### config.mk
export PLATFORM = sky130hd
export DESIGN_NAME = bpl_slot_seq
export DESIGN_NICKNAME = d
export VERILOG_FILES = /design/src/rtl/bpl_slot_pkg.sv /design/src/rtl/bpl_slot_ctrl.sv /design/src/rtl/bpl_slot_dp.sv /design/src/rtl/bpl_slot_seq.sv
export SDC_FILE = /design/constraint.sdc
export NUM_CORES = 1
export LEC_CHECK = 0
export BUFFER_PORTS_ARGS = -buffer_cell sky130_fd_sc_hd__buf_2
export CAP_MARGIN = 0
export CORE_UTILIZATION = 61
export CTS_CLUSTER_DIAMETER = 150
export DETAILED_ROUTE_END_ITERATION = 10
export GPL_TIMING_DRIVEN = 0
export HOLD_SLACK_MARGIN = 0.06
export PLACE_DENSITY = 0.94
export SYNTH_ARGS = -nofsm -noshare
export SYNTH_HDL_FRONTEND = slang
export SYNTH_SLANG_ARGS = --single-unit
### constraint.sdc
create_clock -name clk -period 4.5 [get_ports clk]
set_input_delay 0.675 -clock clk [delete_from_list [all_inputs] [get_ports clk]]
set_output_delay 0.675 -clock clk [all_outputs]
set_load 0.005 [all_outputs]
### src/rtl/bpl_slot_pkg.sv
package bpl_slot_pkg;

  localparam int OFF_W   = 3;
  localparam int PLANE_W = 3;
  localparam int LIMIT_W = PLANE_W + 1;
  localparam int MAX_UNIT = 1 << OFF_W;

  typedef enum logic [1:0] {
    ST_IDLE,
    ST_RUN,
    ST_STOP1,
    ST_STOP2
  } fetchState_t;

  // command from control to datapath, one per cycle
  typedef struct packed {
    logic             valid;
    logic [OFF_W-1:0] offset;
    logic             modEn;
  } slotCmd_t;

  function automatic logic [OFF_W:0] unitLenOf(input logic [1:0] sel);
    case (sel)
      2'b00:   return (OFF_W+1)'(2);
      2'b01:   return (OFF_W+1)'(4);
      default: return (OFF_W+1)'(8);
    endcase
  endfunction

  // interleaved plane order within a unit
  function automatic logic [PLANE_W-1:0] planeOf(input logic [1:0] sel,
                                                 input logic [OFF_W-1:0] off);
    logic [PLANE_W-1:0] p;
    case (sel)
      2'b00: p = off[0] ? PLANE_W'(0) : PLANE_W'(1);
      2'b01:
        case (off[1:0])
          2'd0: p = PLANE_W'(3);
          2'd1: p = PLANE_W'(1);
          2'd2: p = PLANE_W'(2);
          default: p = PLANE_W'(0);
        endcase
      default:
        case (off)
          3'd0: p = PLANE_W'(7);
          3'd1: p = PLANE_W'(3);
          3'd2: p = PLANE_W'(5);
          3'd3: p = PLANE_W'(1);
          3'd4: p = PLANE_W'(6);
          3'd5: p = PLANE_W'(2);
          3'd6: p = PLANE_W'(4);
          default: p = PLANE_W'(0);
        endcase
    endcase
    return p;
  endfunction

endpackage

### src/rtl/bpl_slot_ctrl.sv
module bpl_slot_ctrl
  import bpl_slot_pkg::*;
#(
  parameter int HPOS_W   = 9,
  parameter int LINE_LEN = 227
) (
  input  logic              clk,
  input  logic              rstN,
  input  logic [HPOS_W-1:0] hPos,
  input  logic              dmaEnable,
  input  logic              startMatch,
  input  logic              stopMatch,
  input  logic [1:0]        unitSel,
  input  logic [LIMIT_W-1:0] planeLimit,
  input  logic [OFF_W-1:0]  modCycle,
  output slotCmd_t          cmd
);

  localparam logic [HPOS_W-1:0] LAST_POS = HPOS_W'(LINE_LEN - 1);
  localparam int LEFT_W = OFF_W + 2;

  fetchState_t state, stateNxt, effState;
  logic [OFF_W-1:0] cnt, cntNxt, off, lastOff;
  logic [OFF_W:0]   unitLen;

  logic              ovAct, ovActNxt, ovMod, ovModNxt;
  logic [LEFT_W-1:0] ovLeft, ovLeftNxt;
  logic [OFF_W-1:0]  ovOff, ovOffNxt;

  logic lineEnd, startNow, normalAct, ovUse, lastSlot, notPassed, remNonIdle;

  always_comb begin
    unitLen   = unitLenOf(unitSel);
    lastOff   = OFF_W'(unitLen - 1'b1);
    lineEnd   = (hPos == LAST_POS);
    startNow  = (state == ST_IDLE) && startMatch && dmaEnable;
    normalAct = dmaEnable && ((state != ST_IDLE) || startMatch);
    off       = (state == ST_IDLE) ? '0 : cnt;
    lastSlot  = (off == lastOff);
    effState  = (state == ST_IDLE) ? ST_RUN : state;
    notPassed = (effState == ST_RUN) && !stopMatch;
    ovUse     = ovAct && !normalAct && dmaEnable;
  end

  // does any later offset of the unit still fetch?
  always_comb begin
    remNonIdle = 1'b0;
    for (int k = 0; k < MAX_UNIT; k++) begin
      if (k > int'(off) && k < int'(unitLen) &&
          ({1'b0, planeOf(unitSel, OFF_W'(k))} < planeLimit))
        remNonIdle = 1'b1;
    end
  end

  always_comb begin
    cmd.valid  = normalAct || ovUse;
    cmd.offset = normalAct ? off : ovOff;
    cmd.modEn  = normalAct ? ((state == ST_STOP2) && (off >= modCycle)) : ovMod;
  end

  // in-line fetch sequencing
  always_comb begin
    stateNxt = state;
    cntNxt   = cnt;
    if (!dmaEnable || lineEnd) begin
      stateNxt = ST_IDLE;
      cntNxt   = '0;
    end else if (normalAct) begin
      cntNxt = lastSlot ? '0 : off + 1'b1;
      unique case (effState)
        ST_RUN:   if (stopMatch) stateNxt = lastSlot ? ST_STOP2 : ST_STOP1;
                  else           stateNxt = ST_RUN;
        ST_STOP1: stateNxt = lastSlot ? ST_STOP2 : ST_STOP1;
        ST_STOP2: stateNxt = lastSlot ? ST_IDLE : ST_STOP2;
        default:  stateNxt = ST_IDLE;
      endcase
    end
  end

  // carry-over across the line boundary
  always_comb begin
    ovActNxt  = ovAct;
    ovLeftNxt = ovLeft;
    ovOffNxt  = ovOff;
    ovModNxt  = ovMod;
    if (!dmaEnable || startNow) begin
      ovActNxt = 1'b0;
    end else if (ovUse) begin
      ovOffNxt  = (ovOff == lastOff) ? '0 : ovOff + 1'b1;
      ovLeftNxt = ovLeft - 1'b1;
      if (ovLeft == LEFT_W'(1)) ovActNxt = 1'b0;
    end
    if (lineEnd && normalAct) begin
      if (notPassed) begin
        ovActNxt  = 1'b1;
        ovLeftNxt = LEFT_W'(lastOff - off) + LEFT_W'(unitLen);
        ovOffNxt  = lastSlot ? '0 : off + 1'b1;
        ovModNxt  = 1'b0;
      end else begin
        ovActNxt  = remNonIdle;
        ovLeftNxt = LEFT_W'(lastOff - off);
        ovOffNxt  = off + 1'b1;
        ovModNxt  = 1'b1;
      end
    end
  end

  always_ff @(posedge clk or negedge rstN) begin
    if (!rstN) begin
      state  <= ST_IDLE;
      cnt    <= '0;
      ovAct  <= 1'b0;
      ovLeft <= '0;
      ovOff  <= '0;
      ovMod  <= 1'b0;
    end else begin
      state  <= stateNxt;
      cnt    <= cntNxt;
      ovAct  <= ovActNxt;
      ovLeft <= ovLeftNxt;
      ovOff  <= ovOffNxt;
      ovMod  <= ovModNxt;
    end
  end

endmodule

### src/rtl/bpl_slot_dp.sv
module bpl_slot_dp
  import bpl_slot_pkg::*;
#(
  parameter int HPOS_W        = 9,
  parameter int LINE_LEN      = 227,
  parameter int EARLY_REFRESH = 3
) (
  input  logic               clk,
  input  logic               rstN,
  input  logic [HPOS_W-1:0]  hPos,
  input  logic [1:0]         unitSel,
  input  logic [LIMIT_W-1:0] planeLimit,
  input  logic               refreshCheckOff,
  input  slotCmd_t           cmd,
  output logic               fetchStrobe,
  output logic [PLANE_W-1:0] planeIdx,
  output logic               moduloAdd,
  output logic               refreshConflict
);

  localparam logic [HPOS_W-1:0] LAST_POS = HPOS_W'(LINE_LEN - 1);

  logic [EARLY_REFRESH-1:0] earlyHit;
  logic [PLANE_W-1:0] plane;
  logic fetchNow, onRefresh;

  // early refresh slots sit at the odd positions 1, 3, 5, ...
  for (genvar i = 0; i < EARLY_REFRESH; i++) begin : gEarly
    assign earlyHit[i] = (hPos == HPOS_W'(2 * i + 1));
  end

  always_comb begin
    plane     = planeOf(unitSel, cmd.offset);
    fetchNow  = cmd.valid && ({1'b0, plane} < planeLimit);
    onRefresh = (|earlyHit) || (hPos == LAST_POS);
  end

  always_ff @(posedge clk or negedge rstN) begin
    if (!rstN) begin
      fetchStrobe     <= 1'b0;
      planeIdx        <= '0;
      moduloAdd       <= 1'b0;
      refreshConflict <= 1'b0;
    end else begin
      fetchStrobe     <= fetchNow;
      planeIdx        <= fetchNow ? plane : '0;
      moduloAdd       <= fetchNow && cmd.modEn;
      refreshConflict <= fetchNow && onRefresh && !refreshCheckOff;
    end
  end

endmodule

### src/rtl/bpl_slot_seq.sv
module bpl_slot_seq
  import bpl_slot_pkg::*;
#(
  parameter int HPOS_W        = 9,
  parameter int LINE_LEN      = 227,
  parameter int EARLY_REFRESH = 3
) (
  input  logic               clk,
  input  logic               rstN,
  input  logic [HPOS_W-1:0]  hPos,
  input  logic               dmaEnable,
  input  logic               startMatch,
  input  logic               stopMatch,
  input  logic [1:0]         unitSel,
  input  logic [LIMIT_W-1:0] planeLimit,
  input  logic [OFF_W-1:0]   modCycle,
  input  logic               refreshCheckOff,
  output logic               fetchStrobe,
  output logic [PLANE_W-1:0] planeIdx,
  output logic               moduloAdd,
  output logic               refreshConflict
);

  slotCmd_t slotCmd;

  bpl_slot_ctrl #(.HPOS_W(HPOS_W), .LINE_LEN(LINE_LEN)) uCtrl (
    .clk        (clk),
    .rstN       (rstN),
    .hPos       (hPos),
    .dmaEnable  (dmaEnable),
    .startMatch (startMatch),
    .stopMatch  (stopMatch),
    .unitSel    (unitSel),
    .planeLimit (planeLimit),
    .modCycle   (modCycle),
    .cmd        (slotCmd)
  );

  bpl_slot_dp #(.HPOS_W(HPOS_W), .LINE_LEN(LINE_LEN), .EARLY_REFRESH(EARLY_REFRESH)) uDp (
    .clk             (clk),
    .rstN            (rstN),
    .hPos            (hPos),
    .unitSel         (unitSel),
    .planeLimit      (planeLimit),
    .refreshCheckOff (refreshCheckOff),
    .cmd             (slotCmd),
    .fetchStrobe     (fetchStrobe),
    .planeIdx        (planeIdx),
    .moduloAdd       (moduloAdd),
    .refreshConflict (refreshConflict)
  );

endmodule

==> reports/metrics.yaml <==
status: "complete, but fails checks"
violations: "design-rule violations"
critical_path.startpoint: "unitSel[1]"
fillCellCount: 226
synth_edf_count: 0
synth_top_family_by_area: "compound AO/OA/AOI/OAI gates"
place.gp.congestion: 1.00
slowest_delay_ns: 0.39
ios: 30
async_flop_share_pct: 100
finalSetupViolCount: 0
worstPathArrival_ns: 3.47
slew_viol_final: 0
drv_cap: 0
rsz0062_at_grt: "false"
syn_area_per_cell_um2: 8.63
grt_max_degree: 22
diodes: 0
dp_hpwl_mm: 3.70
firstDrtPassIters: 7
post_drt_wl_per_cell_um: 16.4
critPathBufInv: 4
critPathTopFamily: "adder cells"
area_growth_pct: 11.1
start_kind: "input pin"
p_per_area_nw_per_um2: 207
post_cts_buffers: 0
cts_tree: "done"
core_area_um2: 2850
vdd_drop_max_mv: 0.105
synth_area_um2: 1900
synth_xor_area_share_pct: 4.61
fp-row-count: 19
avgViaCountPerCell: 6.53
holdBufCountCts: 0
worstSetupPathType: "in -> reg"
gr-total-overflow: 0
p_leak_nw: 0.983
clk_latency_ns: 0.31
drt_iter0_markers: 129
r2r_start: "uCtrl.state[1]"
yosys.area_share.simple_pct: 20.5
power_mw: 0.436
cts_sinks: 21
final_nets: 298
fin_crit_sh_pct: 72.5
dr_wl_met3_um: 424
cp_data_required_time_ns: 4.71
crit_chain: "buf_2 -> or2_1 -> clkbuf_1 -> ha_1 -> inv_1 -> ha_1 -> o21ai_0 -> o21ai_0 -> inv_1 -> ha_1 -> nor2b_1 -> o21ai_0 -> xnor2_1 -> mux2i_1"
clk_pin_slew_ns: 0.12
wl_mm: 4.64
fin_crit_ns: 3.26
die_x_um: 57.8
ys_types: 62
antenna_found_initial: 0
first_global_vias: 1744
routed-wl-met2_mm: 2.22
grt_pass1_wl_mm: 7.71
ys_seq_area_share_pct: 27.7
die_h_um: 57.8
fmax_mhz: 306
yosys_warnings: 0
syn_nets: 264
initial_core_util_pct: 66.5
die-area_um2: 3340
h-tree-depth: 1
cpMaxStageDelayCell: "ha_1"
synth_compound_area_share_pct: 26.4
root_buffer: "clkbuf_4"
fin_worst_skew_ns: 0.00983
cts.repair.resized: 0
worstMarginPinSlew_ns: 0.589
antenna_left: 0
synthMuxAreaShare_pct: 1.65
drc: 2
drt-met1-wl_mm: 1.89
vias: 1854
crit_path_end_kind: "flop"
drive_gt1_share_pct: 18.6
track_usage_pct: 29.9
yosys_most_used_dff: "dfrtp_1"
slew_headroom_pct: 60.2
hold_class: "in -> async"
whs_ns: 0.297
maxUsedRoutingLayer: "met4"
ys_ff_latch: 21
cts.path.max_buffers: 2
port_buffers: 29
syn_inst: 220
cp_max_fo: 6
numCtsBuffers: 3
synthAdderAreaFrac_pct: 13.6
setup_tns_ns: 0
hold_viol: 0
placed cells by master (no fill, tap or decap), drive strengths merged, types with 8 or more instances in the layout:
cell	instances
buf	34
nor2	19
dfrtp	21
nor3	9
ha	19
xnor2	8
o21ai	14
inv	19
nand2	13
a21oi	17
routing by layer:
layer / global-route usage (%) / up-vias
met3: 3.79 / 14
li1: - / 884
met1: 40.4 / 861
met4: 12.2 / 0
met5: 0 / -
met2: 48.7 / 95
synth_stat cells (all sizes together), types with 2 or more instances:
| cell type | n | area, um^2 |
|---|---|---|
| nor4b | 3 | 41.3 |
| mux2i | 2 | 20.0 |
| or3 | 2 | 12.5 |
| nand3 | 6 | 30.0 |
| o211ai | 2 | 15.0 |
| and2 | 3 | 18.8 |
| nor3 | 9 | 50.1 |
| a21o | 2 | 15.0 |
| buf | 5 | 27.5 |
| ha | 19 | 238 |
| a21oi | 17 | 85.1 |
| a31oi | 3 | 18.8 |
| o21ai | 14 | 73.8 |
| nand3b | 2 | 15.0 |
| nor2 | 19 | 73.8 |
| nand2b | 6 | 37.5 |
| a221o | 3 | 30.0 |
| a22o | 2 | 17.5 |
| o221ai | 4 | 41.3 |
| o31ai | 2 | 28.8 |
| o21a | 3 | 22.5 |
| inv | 19 | 71.3 |
| o31a | 2 | 17.5 |
| nand2 | 13 | 48.8 |
| xnor2 | 8 | 70.1 |
| xor2 | 2 | 17.5 |
| a311oi | 2 | 17.5 |
| dfrtp | 21 | 526 |
metrics by stage:
stage / util [%] / std cells / instance area (um^2) / worst slack, ns
after floorplan: - / 220 / 1900 / 1.42
after global placement: 73.0 / 280 / 2080 / 1.02
after detailed placement: 73.0 / 280 / 2080 / 0.909
after CTS: 73.9 / 284 / 2110 / 1.26
after global routing: 73.9 / 284 / 2110 / 1.09
final: 73.9 / 284 / 2110 / 1.24
power by group:
part           internal [mW]  total, mW  switching [mW]
Combinational         0.0572      0.136          0.0791
Clock                 0.0346     0.0942          0.0596
Sequential             0.197      0.206         0.00887
cell type report:
type | instances | area (um^2) | share of cell area [%]
Multi-Input combinational cell | 173 | 1270 | 60.1
Inverter | 20 | 75.1 | 3.56
Sequential cell | 21 | 526 | 24.9
Timing Repair Buffer | 29 | 145 | 6.88
Tap cell | 31 | 38.8 | 1.84
Clock buffer | 4 | 26.3 | 1.25
Buffer | 6 | 31.3 | 1.48
flip-flops by register name, indices dropped and copies added (netlist names):
signal / count
uCtrl.ovOff: 3
uDp.planeIdx: 3
uDp.moduloAdd: 1
uDp.refreshConflict: 1
uCtrl.cnt: 3
uCtrl.ovMod: 1
uCtrl.ovAct: 1
uCtrl.ovLeft: 5
uDp.fetchStrobe: 1
uCtrl.state: 2
cells by family after synthesis:
logic type | after synthesis
flops | 21
mux | 3
simple gates | 71
fa+ha+maj | 20
buf+inv | 26
xor+xnor | 10
compound gates | 69
worst paths after layout:
| path | to | slack, ns | depth (start not counted) |
|---|---|---|---|
| worst min-delay path | uCtrl.ovMod | 0.30 | 1 |
| max in group asynchronous | uCtrl.cnt[2] | 3.87 | 1 |
| worst min register to register | uCtrl.ovMod | 0.58 | 2 |
| min in group clk | uCtrl.ovMod | 0.58 | 2 |
| worst max-delay path | uCtrl.ovLeft[4] | 1.24 | 14 |
| worst max register to register | uCtrl.ovLeft[4] | 1.78 | 11 |
Note: power is estimated with default switching activity, not from simulation.
